File: src/rtl/v110_rx_pkg.sv
package v110_rx_pkg;

    typedef enum logic {
        ST_HUNT = 1'b0,
        ST_RECV = 1'b1
    } rx_state_e;

    typedef struct packed {
        logic [3:0] count;
        logic       se;
        logic       ov;
    } frame_stat_t;

endpackage

File: src/rtl/v110_align_hunt.sv
module v110_align_hunt #(
    parameter int ZERO_RUN = 8
) (
    input  logic clk,
    input  logic rst_n,
    input  logic bit_valid,
    input  logic bit_in,
    input  logic clear,
    output logic found
);

    typedef struct packed {
        logic [ZERO_RUN-1:0] hist;
    } hunt_st_t;

    hunt_st_t q, d;

    always_comb begin
        d = q;
        if (clear) begin
            d.hist = '1;
        end else if (bit_valid) begin
            d.hist = {q.hist[ZERO_RUN-2:0], bit_in};
        end
    end

    assign found = bit_valid && bit_in && !clear && (q.hist == '0);

    always_ff @(posedge clk or negedge rst_n) begin
        if (!rst_n) begin
            q.hist <= '1;
        end else begin
            q <= d;
        end
    end


    hunt_needs_one_chk: assert property (@(posedge clk) disable iff (!rst_n)
        found |-> bit_in);

endmodule

File: src/rtl/v110_octet_fifo.sv
module v110_octet_fifo #(
    parameter int WIDTH = 8,
    parameter int DEPTH = 3
) (
    input  logic             clk,
    input  logic             rst_n,
    input  logic             push,
    input  logic [WIDTH-1:0] din,
    input  logic             pop,
    output logic [WIDTH-1:0] dout,
    output logic             not_empty,
    output logic             full
);

    localparam int AW = (DEPTH > 1) ? $clog2(DEPTH) : 1;
    localparam int CW = $clog2(DEPTH + 1);

    typedef struct packed {
        logic [DEPTH-1:0][WIDTH-1:0] mem;
        logic [AW-1:0]               wr;
        logic [AW-1:0]               rd;
        logic [CW-1:0]               cnt;
    } fifo_st_t;

    fifo_st_t q, d;
    logic     take;
    logic     clobber;
    logic [AW-1:0] last_wr;

    function automatic logic [AW-1:0] step(input logic [AW-1:0] p);
        return (p == AW'(DEPTH - 1)) ? '0 : AW'(p + AW'(1));
    endfunction

    always_comb begin
        d       = q;
        take    = pop && (q.cnt != '0);
        clobber = push && (q.cnt == CW'(DEPTH)) && !take;
        last_wr = (q.wr == '0) ? AW'(DEPTH - 1) : AW'(q.wr - AW'(1));
        if (clobber) begin
            d.mem[last_wr] = din;
        end else if (push) begin
            d.mem[q.wr] = din;
            d.wr        = step(q.wr);
        end
        if (take) begin
            d.rd = step(q.rd);
        end
        case ({push && !clobber, take})
            2'b10:   d.cnt = CW'(q.cnt + CW'(1));
            2'b01:   d.cnt = CW'(q.cnt - CW'(1));
            default: d.cnt = q.cnt;
        endcase
    end

    assign dout      = q.mem[q.rd];
    assign not_empty = (q.cnt != '0);
    assign full      = (q.cnt == CW'(DEPTH));

    always_ff @(posedge clk or negedge rst_n) begin
        if (!rst_n) begin
            q <= '0;
        end else begin
            q <= d;
        end
    end


    level_bound_chk: assert property (@(posedge clk) disable iff (!rst_n)
        q.cnt <= CW'(DEPTH));


    clobber_keeps_full_chk: assert property (@(posedge clk) disable iff (!rst_n)
        (push && full && !pop) |=> full);


    head_hold_chk: assert property (@(posedge clk) disable iff (!rst_n)
        (not_empty && !pop) |=> (not_empty && $stable(dout)));

endmodule

File: src/rtl/v110_frame_rx.sv
module v110_frame_rx #(
    parameter int FRAME_OCTETS = 10,
    parameter int FIFO_DEPTH   = 3,
    parameter int ZERO_RUN     = 8,
    parameter int CW           = $clog2(FRAME_OCTETS + 1)
) (
    input  logic          clk,
    input  logic          rst_n,
    input  logic          bit_valid,
    input  logic          bit_in,
    input  logic          hunt_cmd,
    input  logic          irq_en,
    input  logic          out_ready,
    output logic          out_valid,
    output logic [7:0]    out_data,
    output logic          frame_done,
    output logic [CW-1:0] done_count,
    output logic          done_se,
    output logic          done_ov,
    output logic          rxf_irq
);
    import v110_rx_pkg::*;

    localparam int DATA_OCTETS = FRAME_OCTETS - 1;

    typedef struct packed {
        rx_state_e     state;
        logic [2:0]    bitcnt;
        logic [CW-1:0] octcnt;
        logic [7:0]    shreg;
        logic          se_acc;
        logic          done;
        logic [CW-1:0] cnt_out;
        logic          se_out;
        logic          ov_out;
        logic          irq;
    } rx_st_t;

    rx_st_t q, d;

    logic       found;
    logic       clear_hist;
    logic       push;
    logic       fifo_full;
    logic       pop_now;
    logic [7:0] octet_w;
    logic       se_now;
    logic [CW-1:0] oct_next;

    assign pop_now = out_valid && out_ready;

    v110_align_hunt #(.ZERO_RUN(ZERO_RUN)) u_hunt (
        .clk       (clk),
        .rst_n     (rst_n),
        .bit_valid (bit_valid),
        .bit_in    (bit_in),
        .clear     (clear_hist),
        .found     (found)
    );

    v110_octet_fifo #(.WIDTH(8), .DEPTH(FIFO_DEPTH)) u_fifo (
        .clk       (clk),
        .rst_n     (rst_n),
        .push      (push),
        .din       (octet_w),
        .pop       (out_ready),
        .dout      (out_data),
        .not_empty (out_valid),
        .full      (fifo_full)
    );

    always_comb begin
        d          = q;
        d.done     = 1'b0;
        d.irq      = 1'b0;
        clear_hist = 1'b0;
        push       = 1'b0;
        octet_w    = {bit_in, q.shreg[7:1]};
        se_now     = q.se_acc | ~octet_w[0];
        oct_next   = CW'(q.octcnt + CW'(1));

        if (hunt_cmd) begin
            clear_hist = 1'b1;
            d.state    = ST_HUNT;
            if (q.state == ST_RECV) begin
                d.done    = 1'b1;
                d.irq     = irq_en;
                d.cnt_out = q.octcnt;
                d.se_out  = q.se_acc;
                d.ov_out  = 1'b0;
            end
        end else begin
            case (q.state)
                ST_HUNT: begin
                    if (found) begin
                        d.state  = ST_RECV;
                        d.bitcnt = 3'd1;
                        d.shreg  = 8'h80;
                        d.octcnt = '0;
                        d.se_acc = 1'b0;
                    end
                end
                default: begin
                    if (bit_valid) begin
                        d.shreg  = octet_w;
                        d.bitcnt = 3'(q.bitcnt + 3'd1);
                        if (q.bitcnt == 3'd7) begin
                            push     = 1'b1;
                            d.octcnt = oct_next;
                            d.se_acc = se_now;
                            if (fifo_full && !pop_now) begin
                                d.state    = ST_HUNT;
                                clear_hist = 1'b1;
                                d.done     = 1'b1;
                                d.irq      = irq_en;
                                d.cnt_out  = oct_next;
                                d.se_out   = 1'b0;
                                d.ov_out   = 1'b1;
                            end else if (oct_next == CW'(DATA_OCTETS)) begin
                                d.state    = ST_HUNT;
                                clear_hist = 1'b1;
                                d.done     = 1'b1;
                                d.irq      = irq_en;
                                d.cnt_out  = oct_next;
                                d.se_out   = se_now;
                                d.ov_out   = 1'b0;
                            end
                        end
                    end
                end
            endcase
        end
    end

    always_ff @(posedge clk or negedge rst_n) begin
        if (!rst_n) begin
            q       <= '0;
            q.state <= ST_HUNT;
        end else begin
            q <= d;
        end
    end

    assign frame_done = q.done;
    assign done_count = q.cnt_out;
    assign done_se    = q.se_out;
    assign done_ov    = q.ov_out;
    assign rxf_irq    = q.irq;


    lock_on_pattern_chk: assert property (@(posedge clk) disable iff (!rst_n)
        (q.state == ST_HUNT && found && !hunt_cmd) |=> (q.state == ST_RECV));


    count_bound_chk: assert property (@(posedge clk) disable iff (!rst_n)
        frame_done |-> (done_count <= CW'(DATA_OCTETS)));


    ov_wins_chk: assert property (@(posedge clk) disable iff (!rst_n)
        (frame_done && done_ov) |-> !done_se);


    hunt_cmd_close_chk: assert property (@(posedge clk) disable iff (!rst_n)
        (hunt_cmd && q.state == ST_RECV) |=> (frame_done && !done_ov && q.state == ST_HUNT));


    irq_with_close_chk: assert property (@(posedge clk) disable iff (!rst_n)
        rxf_irq |-> frame_done);


    idle_hold_chk: assert property (@(posedge clk) disable iff (!rst_n)
        (!bit_valid && !hunt_cmd) |=> ($stable(q.bitcnt) && $stable(q.octcnt)));

endmodule

File: config.mk
export PLATFORM = sky130hd
export DESIGN_NAME = v110_frame_rx
export DESIGN_NICKNAME = d
export VERILOG_FILES = /design/src/rtl/v110_rx_pkg.sv /design/src/rtl/v110_align_hunt.sv /design/src/rtl/v110_octet_fifo.sv /design/src/rtl/v110_frame_rx.sv
export SDC_FILE = /design/constraint.sdc
export NUM_CORES = 1
export LEC_CHECK = 0
export ABC_CLOCK_PERIOD_IN_PS = 2000
export BUFFER_PORTS_ARGS = -buffer_cell sky130_fd_sc_hd__buf_2
export CORE_MARGIN = 1
export CORE_UTILIZATION = 50
export DETAILED_ROUTE_END_ITERATION = 7
export PLACE_DENSITY = 0.78
export RECOVER_POWER = 25
export SLEW_MARGIN = 30
export SYNTH_ARGS = -nofsm -noshare
export SYNTH_HDL_FRONTEND = slang
export SYNTH_SLANG_ARGS = --single-unit
File: constraint.sdc
create_clock -name clk -period 2 [get_ports clk]
set_input_delay 0.3 -clock clk [delete_from_list [all_inputs] [get_ports clk]]
set_output_delay 0.3 -clock clk [all_outputs]
set_load 0.1 [all_outputs]
### Word-level counts from Yosys, hierarchy flattened

Cells that the tools add are included.

| word-level totals | value |
|---|---|
| bits in registers | 63 |
| bits of input ports | 7 |
| output and inout port bits | 17 |
| logic and storage cells | 109 |

| operators by class | value |
|---|---|
| $add $sub $neg | 7 |
| order comparisons | 5 |
| eq/ne operators | 9 |
| multiplexer cells | 40 |
| bitwise logic cells | 4 |
| reductions and logical operators | 27 |

Operators with widths:

| operator | number |
|---|---|
| 8-bit two-way mux | 10 |
| 24-bit bitwise mux | 2 |
| 17-bit two-way mux | 2 |
| 8-bit demux with 2-bit select | 2 |
| 26-bit two-way mux | 1 |
| 25-bit two-way mux | 1 |
| 24-bit two-way mux | 1 |
| 8-bit binary-select mux with 2-bit select | 1 |
| 1-bit two-way mux | 14 |
| 2-bit nonzero test | 7 |
| 1-bit logical AND | 10 |
| 2-bit by 3-bit < comparator with 1-bit output (second input constant) | 3 |
| 9-bit two-way mux | 1 |
| 2-bit == test (second input constant) | 4 |
| 8-bit zero test | 1 |
| 4-bit AND reduction | 2 |
| 2-bit by 1-bit adder with 2-bit output (second input constant) | 3 |
| 2-bit two-way mux | 3 |
| 4-bit by 1-bit adder with 4-bit output (second input constant) | 1 |
| 4-bit == test (second input constant) | 1 |
| 2-bit by 1-bit >= comparator with 1-bit output (second input constant) | 2 |
| 4-bit two-way mux | 1 |
| 2-bit one-hot mux with 2 select lines | 1 |
| 2-bit by 1-bit subtractor with 2-bit output (second input constant) | 2 |
| other kinds (12) | 16 |

### Longest topological paths before layout

Gate-level depths: netlist of run 1.

| logic depth | value |
|---|---|
| depth after elaboration | 15 |
| gate-level depth with buffers | 9 |
| gate-level depth less buffers | 8 |

### Modules after synthesis

A second synthesis of run 1 with hierarchy kept.

| second synthesis, totals | value |
|---|---|
| cell total of the unflattened synthesis | 263 |
| area total of the unflattened synthesis | 3111.7 um^2 |

Modules (own cells, without submodules):

| module | instances | cells each | area each (um^2) | seq. area each (um^2) |
|---|---|---|---|---|
| v110_octet_fifo | 1 | 114 | 1483.9 | 750.7 |
| v110_frame_rx | 1 | 119 | 1241.2 | 600.6 |
| v110_align_hunt | 1 | 30 | 386.6 | 210.2 |

### Worst setup path after synthesis of run 1

OpenSTA, ideal clock, no wires.

| path | value |
|---|---|
| path kind | flip-flop to output port |
| start | reg u_fifo.q[2] (netlist name) |
| end | out out_data[0] |
| data arrival time | 2.815 ns |
| required time | 1.700 ns |
| slack | -1.115 ns |
| stages on the path, launching flop included | 4 |
| path buffers | 1 |
| cells stage by stage | dfrtp_1 > buf_2 > mux2i_1 > o21ai_0 |

| on the way | value |
|---|---|
| word-level cells in the longest chain between the ends | 2 |

RTL lines:

| item | line | text |
|---|---|---|
| from (decl) | v110_octet_fifo.sv:25 | `fifo_st_t q, d;` |
| 8-bit binary-select mux with 2-bit select | v110_octet_fifo.sv:55 | `assign dout = q.mem[q.rd];` |
| 8-bit two-way mux (not written as such) | v110_octet_fifo.sv:55 |  |
| to (decl) | v110_frame_rx.sv:15 | `output logic [7:0] out_data,` |

No other way between the ends. The select of a mux whose other input is x is not followed.

### Worst setup path after layout of run 1

| path | value |
|---|---|
| start | reg q[18] (netlist name) |
| end | reg q, in the netlist done_count[1] |

| on the way | value |
|---|---|
| word-level cells in the longest chain between the ends | 7 |
| elaborated cells between the ends (all ways) | 11 |
| those cells by class | add/sub: 1; eq/ne: 1; mux: 7; reduce/logical: 2 |

RTL lines:

| item | line | text |
|---|---|---|
| from (decl) | v110_frame_rx.sv:39 | `rx_st_t q, d;` |
| 4-bit by 1-bit adder with 4-bit output | v110_frame_rx.sv:80 | `oct_next = CW'(q.octcnt + CW'(1));` |
| 8-bit two-way mux | v110_frame_rx.sv:119 | `end else if (oct_next == CW'(DATA_OCTETS)) begin` |
| 8-bit two-way mux | v110_frame_rx.sv:111 | `if (fifo_full && !pop_now) begin` |
| 9-bit two-way mux | v110_frame_rx.sv:107 | `if (q.bitcnt == 3'd7) begin` |
| 25-bit two-way mux | v110_frame_rx.sv:104 | `if (bit_valid) begin` |
| 8-bit two-way mux | v110_frame_rx.sv:93 | `case (q.state)` |
| 8-bit two-way mux | v110_frame_rx.sv:82 | `if (hunt_cmd) begin` |

Several ways; a longest one is shown, not always the timed one. The select of a mux whose other input is x is not followed.
A chain may end at the register's enable or synchronous reset.

==> run metrics, run 1 <==
Worst IR Drop VDD 0.397 mV; reg-to-reg startpoint q[18]; TritonCTS Buffers 9; # nets final 317; Reg power frac 52.1%; DR top layer met4; CTS root buffer clkbuf_8; DIE AREA 0.00649 mm2; Die W 80.5 um; Comb power frac 2.6%; Synth-to-Final Area Change 18.7%; most frequent cells after synthesis dfrtp_1 (54), nand2_1 (29), mux2_2 (26); postcts setup bufs 0; # Max-Cap Violations 0; vias in the first global route 1981; leakage power 1.78 nW; critical path startpoint category flip-flop; initial antenna violation count 0; Worst EP arrival 2.14 ns; FF+latch area 0.00156 mm2; Slew @ Worst Pin 0.819 ns; Layout Cells excl Fill 380; Post-synth ARST share 100%; metal2 WL 2890 um; worst r2r dst done_count[1]; # diodes 0; GRT Residual Overflow 0; HPWL after DPL 3900 um; final worst clock skew 0.0114 ns; Placed Cells 363; pwr/cell area 661 mW/mm2; largest family of logic cells by synthesized area multiplexers; synth top area cells dfrtp_1 (44%), mux2_2 (9.5%), dfstp_2 (6.8%); # port buffers 23; TritonRoute pass-1 iters 4; Hold Path Depth 2; post-layout min period 1.92 ns; Synth Instances 269; ANT nets after route 0; first-pass GRT wire length 9510 um; Slew Limit Headroom 45.4%; warnings from Yosys 0; Routed Wire Length 5830 um; post-synthesis sequential area ratio 50.6%; setup_tns 0 ns; Finish-stage setup viols 0; period utilization 95.9%; final hold violation count 0; I/O pins 24; vias per cell 5.46; R2R depth 6; post-synthesis mux area share 15.3%; Final Max Tran Viols 0; clock share of power 45.2%; Clock transition at path regs 0.08 ns; Worst Hold Endpoint rxf_irq; Seq cells post-synth 62; Critical Path Fanout Max 8; CP Data Required Time 2.22 ns; met3 WL post-DR 143 um; Post-Syn Area 0.00308 mm2; RD Place Congestion 0.754; run status completed; Die H 80.5 um; Synth area leader dfrtp_1; Core Rows 28; total vias in the final route 2076; Adder-Cell Fraction of Synth Area 4.06%; Core Region 0.00592 mm2; Final Instance Area 0.00366 mm2; Min-Delay Startpoint irq_en; Pint 1.86 mW; Sw Share 23.3%; post-synthesis compound-gate area fraction 11.1%; count leader, synth dfrtp_1; WS Path Type reg2reg; share of the synthesized area in the top cell type 43.8%; H-tree levels 3; Post-synth EDFFs 0; pin count of the biggest net entering global routing 63; overall routing resource usage 19.8%; DRC 0; Synth Area in XOR/XNOR 1.14%; CP Capture Type flip-flop; top_reg_cell synth dfrtp_1; Iter 0 DRT Violations 156; drt wl/cell 15.3 um; CTS max path bufs 2; CTS sink cnt 62; Post-DP Area 0.00345 mm2; Mean Syn Cell Area 11.5 um2; area occupied by multi-input gates 0.00144 mm2; worst skew pair latency 0.34 ns; layout cells sized above 1 36.1%; fmax 0.521 GHz; Hold WC Path Type in2reg; CTS tree built; synth unique cells 50; fillers 479; Synth Net Count 286; setup slack, reg-to-reg 0.08 ns; switching pwr 0.563 mW; M1 WL 2740 um; starting density of the core 52.1%; Synth Area in Simple Gates 13.4%
==> worst max-delay path, stage by stage (launching register included) <==
cell     delay (ns)
dfrtp_1        0.46
ha_1           0.30
and2_4         0.18
a21oi_2        0.07
o21ai_4        0.26
a31oi_4        0.19
a221o_1        0.34
==> sequential cells by signal (all words and copies together) (netlist names) <==
name	flops
u_hunt.q	8
done_count	4
done_se	1
rxf_irq	1
octet_w	7
done_ov	1
frame_done	1
u_fifo.q	30
q	9
==> through the flow <==
stage                     hold slack [ns]  power [mW]  setup WS (ns)  util, %
final                               0.179        2.42         0.0818     61.8
after floorplan                   0.00441        1.31          0.117        -
after global routing                0.166        2.53       -0.00848     61.8
after CTS                           0.168        2.44         0.0458     61.8
after global placement              0.333        1.35          0.143     58.3
after detailed placement            0.335        1.35         0.0630     58.3
==> power groups by stage <==
stage | registers, mW | logic, mW | clock network [mW]
floorplan | 1.28 | 0.0253 | 0
global placement | 1.28 | 0.0661 | 0
detailed placement | 1.28 | 0.0672 | 0
CTS | 1.26 | 0.0689 | 1.11
global route | 1.26 | 0.0721 | 1.19
finish | 1.26 | 0.0635 | 1.09
==> kinds of logic (layout without fill, tap and decap cells) <==
family                   after synthesis  count (layout)
XOR/XNOR                               4               4
adder cells (fa/ha/maj)               10              10
AO/OA/AOI/OAI                         49              49
flip-flops                            62              62
AND/OR/NAND/NOR                       72              72
multiplexers                          44              44
buffers and inverters                 28              64
==> layout make-up <==
| class | count | area share [%] |
|---|---|---|
| Clock buffer | 9 | 3.38 |
| Multi-Input combinational cell | 179 | 39.2 |
| Sequential cell | 62 | 42.7 |
| Timing Repair Buffer | 34 | 8.75 |
| Tap cell | 75 | 2.56 |
| Inverter | 14 | 1.44 |
| Clock inverter | 7 | 1.98 |
==> metal layers <==
| metal | up-vias | GRT usage [%] |
|---|---|---|
| met5 | - | 0 |
| met4 | 0 | 8.04 |
| met3 | 4 | 5.11 |
| met2 | 34 | 31.2 |
| met1 | 1029 | 25.9 |
| li1 | 1009 | - |
==> how the worst max path moves through the flow <==
stage	startpoint	endpoint	depth (start not counted)
after global placement	q[21]	u_fifo.q[1]	7
after global routing	q[18]	done_count[1]	6
final	q[18]	done_count[1]	6
after CTS	q[21]	u_fifo.q[1]	7
after detailed placement	q[21]	u_fifo.q[1]	7
after floorplan	q[21]	u_fifo.q[1]	8
==> repair_timing <==
item | CTS | global route
endpoints found under the hold margin | 54 | 0
resized for setup | 0 | 4
hold buffers | 1 | 0
setup endpoints to repair | 0 | 2
==> cells in the final DEF, fill, tap and decap left out, types with 5 or more instances in the layout <==
cell type	Yosys	layout
a21o_1	5	5
buf_12	0	8
buf_2	4	15
buf_4	4	9
clkbuf_8	0	9
dfrtp_1	54	54
dfstp_2	8	8
ha_1	10	9
inv_1	14	14
mux2_2	26	26
mux2i_1	18	18
nand2_1	29	28
nor2_1	8	8
o21ai_0	23	15
o21ai_2	0	8
or3_1	5	5
No activity file was read; power rests on OpenSTA's default activity.
==> run 2: changes to the inputs <==
--- a/config.mk
+++ b/config.mk
@@ -9,6 +9,7 @@
 export BUFFER_PORTS_ARGS = -buffer_cell sky130_fd_sc_hd__buf_2
 export CORE_MARGIN = 1
 export CORE_UTILIZATION = 50
+export CTS_BUF_LIST = sky130_fd_sc_hd__clkbuf_4
 export DETAILED_ROUTE_END_ITERATION = 7
 export PLACE_DENSITY = 0.78
 export RECOVER_POWER = 25
==> run metrics, run 2 (same netlist as run 1, synthesis figures left out) <==
Finish-stage setup viols 0 (unchanged); Die H 80.5 um (unchanged); # diodes 0 (unchanged); postcts setup bufs 0 (unchanged); Placed Cells 363 (unchanged); pin count of the biggest net entering global routing 63 (unchanged); DRC 0 (unchanged); initial antenna violation count 0 (unchanged); # Max-Cap Violations 0 (unchanged); Most flops, register u_fifo.q (unchanged); vias per cell 5.42 (was 5.46); total vias in the final route 2059 (was 2076); DR top layer met4 (unchanged); Synth-to-Final Area Change 16.8% (was 18.7%); Clock transition at path regs 0.13 ns (was 0.08 ns); setup slack, reg-to-reg 0.08 ns (about the same); M1 WL 2670 um (was 2740 um); RD Place Congestion 0.754 (unchanged); # nets final 317 (unchanged); CTS max path bufs 2 (unchanged); most common cell after layout, fill and taps aside dfrtp_1 (unchanged); leakage power 1.75 nW (was 1.78 nW); Worst EP arrival 2.23 ns (was 2.14 ns); Slew Limit Headroom 10.3% (was 45.4%); final worst clock skew 0.0206 ns (was 0.0114 ns); GRT Residual Overflow 0 (unchanged); metal2 WL 2810 um (was 2890 um); period utilization 96.0% (was 95.9%); Slew @ Worst Pin 1.35 ns (was 0.819 ns); CTS root buffer clkbuf_4 (was clkbuf_8); CTS sink cnt 62 (unchanged); drt wl/cell 15.0 um (was 15.3 um); # port buffers 23 (unchanged); critical path startpoint category flip-flop (unchanged); H-tree levels 3 (unchanged); Final Util 60.8% (was 61.8%); Worst IR Drop VDD 0.425 mV (was 0.397 mV); Die W 80.5 um (unchanged); CP Data Required Time 2.31 ns (was 2.22 ns); post-layout min period 1.92 ns (about the same); most frequent cells in the layout dfrtp_1 (53), nand2_1 (28), mux2_2 (26) (was dfrtp_1 (54), nand2_1 (28), mux2_2 (26)); worst skew pair latency 0.41 ns (was 0.34 ns); I/O pins 24 (unchanged); fmax 0.521 GHz (about the same); Routed Wire Length 5690 um (was 5830 um); max reg flops 30 (unchanged); Regs by FF count u_fifo.q (30), q (9), u_hunt.q (8) (unchanged); Layout Cells excl Fill 380 (unchanged); Iter 0 DRT Violations 115 (was 156); layout cells sized above 1 36.4% (was 36.1%); overall routing resource usage 19.3% (was 19.8%); Core Rows 28 (unchanged); final hold violation count 0 (unchanged); starting density of the core 52.1% (unchanged); ANT nets after route 0 (unchanged); met3 WL post-DR 156 um (was 143 um); TritonRoute pass-1 iters 4 (unchanged); CTS tree built (unchanged); WS Path Type reg2reg (unchanged); TritonCTS Buffers 9 (unchanged); DIE AREA 0.00649 mm2 (unchanged); first-pass GRT wire length 9310 um (was 9510 um); Hold WC Path Type in2reg (unchanged); vias in the first global route 1962 (was 1981); pwr/cell area 611 mW/mm2 (was 661 mW/mm2); Final Max Tran Viols 0 (unchanged); HPWL after DPL 3900 um (unchanged); Worst Hold Margin 0.0974 ns (was 0.179 ns); CP Capture Type flip-flop (unchanged); Critical Path Fanout Max 8 (unchanged); Core Region 0.00592 mm2 (unchanged); run status completed (unchanged)
-- run 2: worst paths after layout --
kind	start	endpoint	cells after the start
worst max-delay path	q[18]	done_count[1]	6
worst min-delay path	irq_en	rxf_irq	2
worst max register to register	q[18]	done_count[1]	6
worst min register to register	done_count[2]	done_count[2]	1
max in group asynchronous	rst_n	u_fifo.q[2]	3
min in group asynchronous	rst_n	u_fifo.q[3]	3
-- run 2: layer usage --
layer / vias to the layer above / global-route usage, %
met5: - / 0
met2: 28 / 30.5
met1: 1022 / 25.0
met3: 4 / 5.11
met4: 0 / 7.86
li1: 1005 / -
-- run 2: what timing repair did --
item	CTS	global route
hold endpoints to repair	54	0
endpoints found under the setup margin	0	7
hold buffers	1	0
gates resized for setup	0	5
-- run 2: through the flow --
stage,area [um2],power (mW),worst slack [ns],setup TNS [ns]
2_1_floorplan,3110,1.31,0.117,0
3_3_place_gp,3450,1.35,0.143,0
3_5_place_dp,3450,1.35,0.0630,0
4_1_cts,3600,2.23,0.0390,0
5_1_grt,3600,2.30,-0.00254,-0.00254
6_report,3600,2.20,0.0800,0
-- run 2: layout make-up --
class / instances / area, um2
fillers: 498 / 2320
inverters: 14 / 52.6
repair buffers: 34 / 318
well taps: 75 / 93.8
clock inverters: 7 / 72.6
flip-flops and latches: 62 / 1560
clock buffers: 9 / 67.6
multi-input cells: 179 / 1440
-- run 2: report_power, final --
part	switching [mW]	internal, mW
combinational	0.0432	0.0199
clock	0.496	0.382
sequential	0.00232	1.26
total	0.542	1.66
-- run 2: worst max-delay path, stage by stage (launching register included) --
cell     delay, ns
dfrtp_1       0.48
ha_1          0.29
and2_4        0.18
a21oi_2       0.07
o21ai_4       0.27
a31oi_4       0.19
a221o_1       0.33
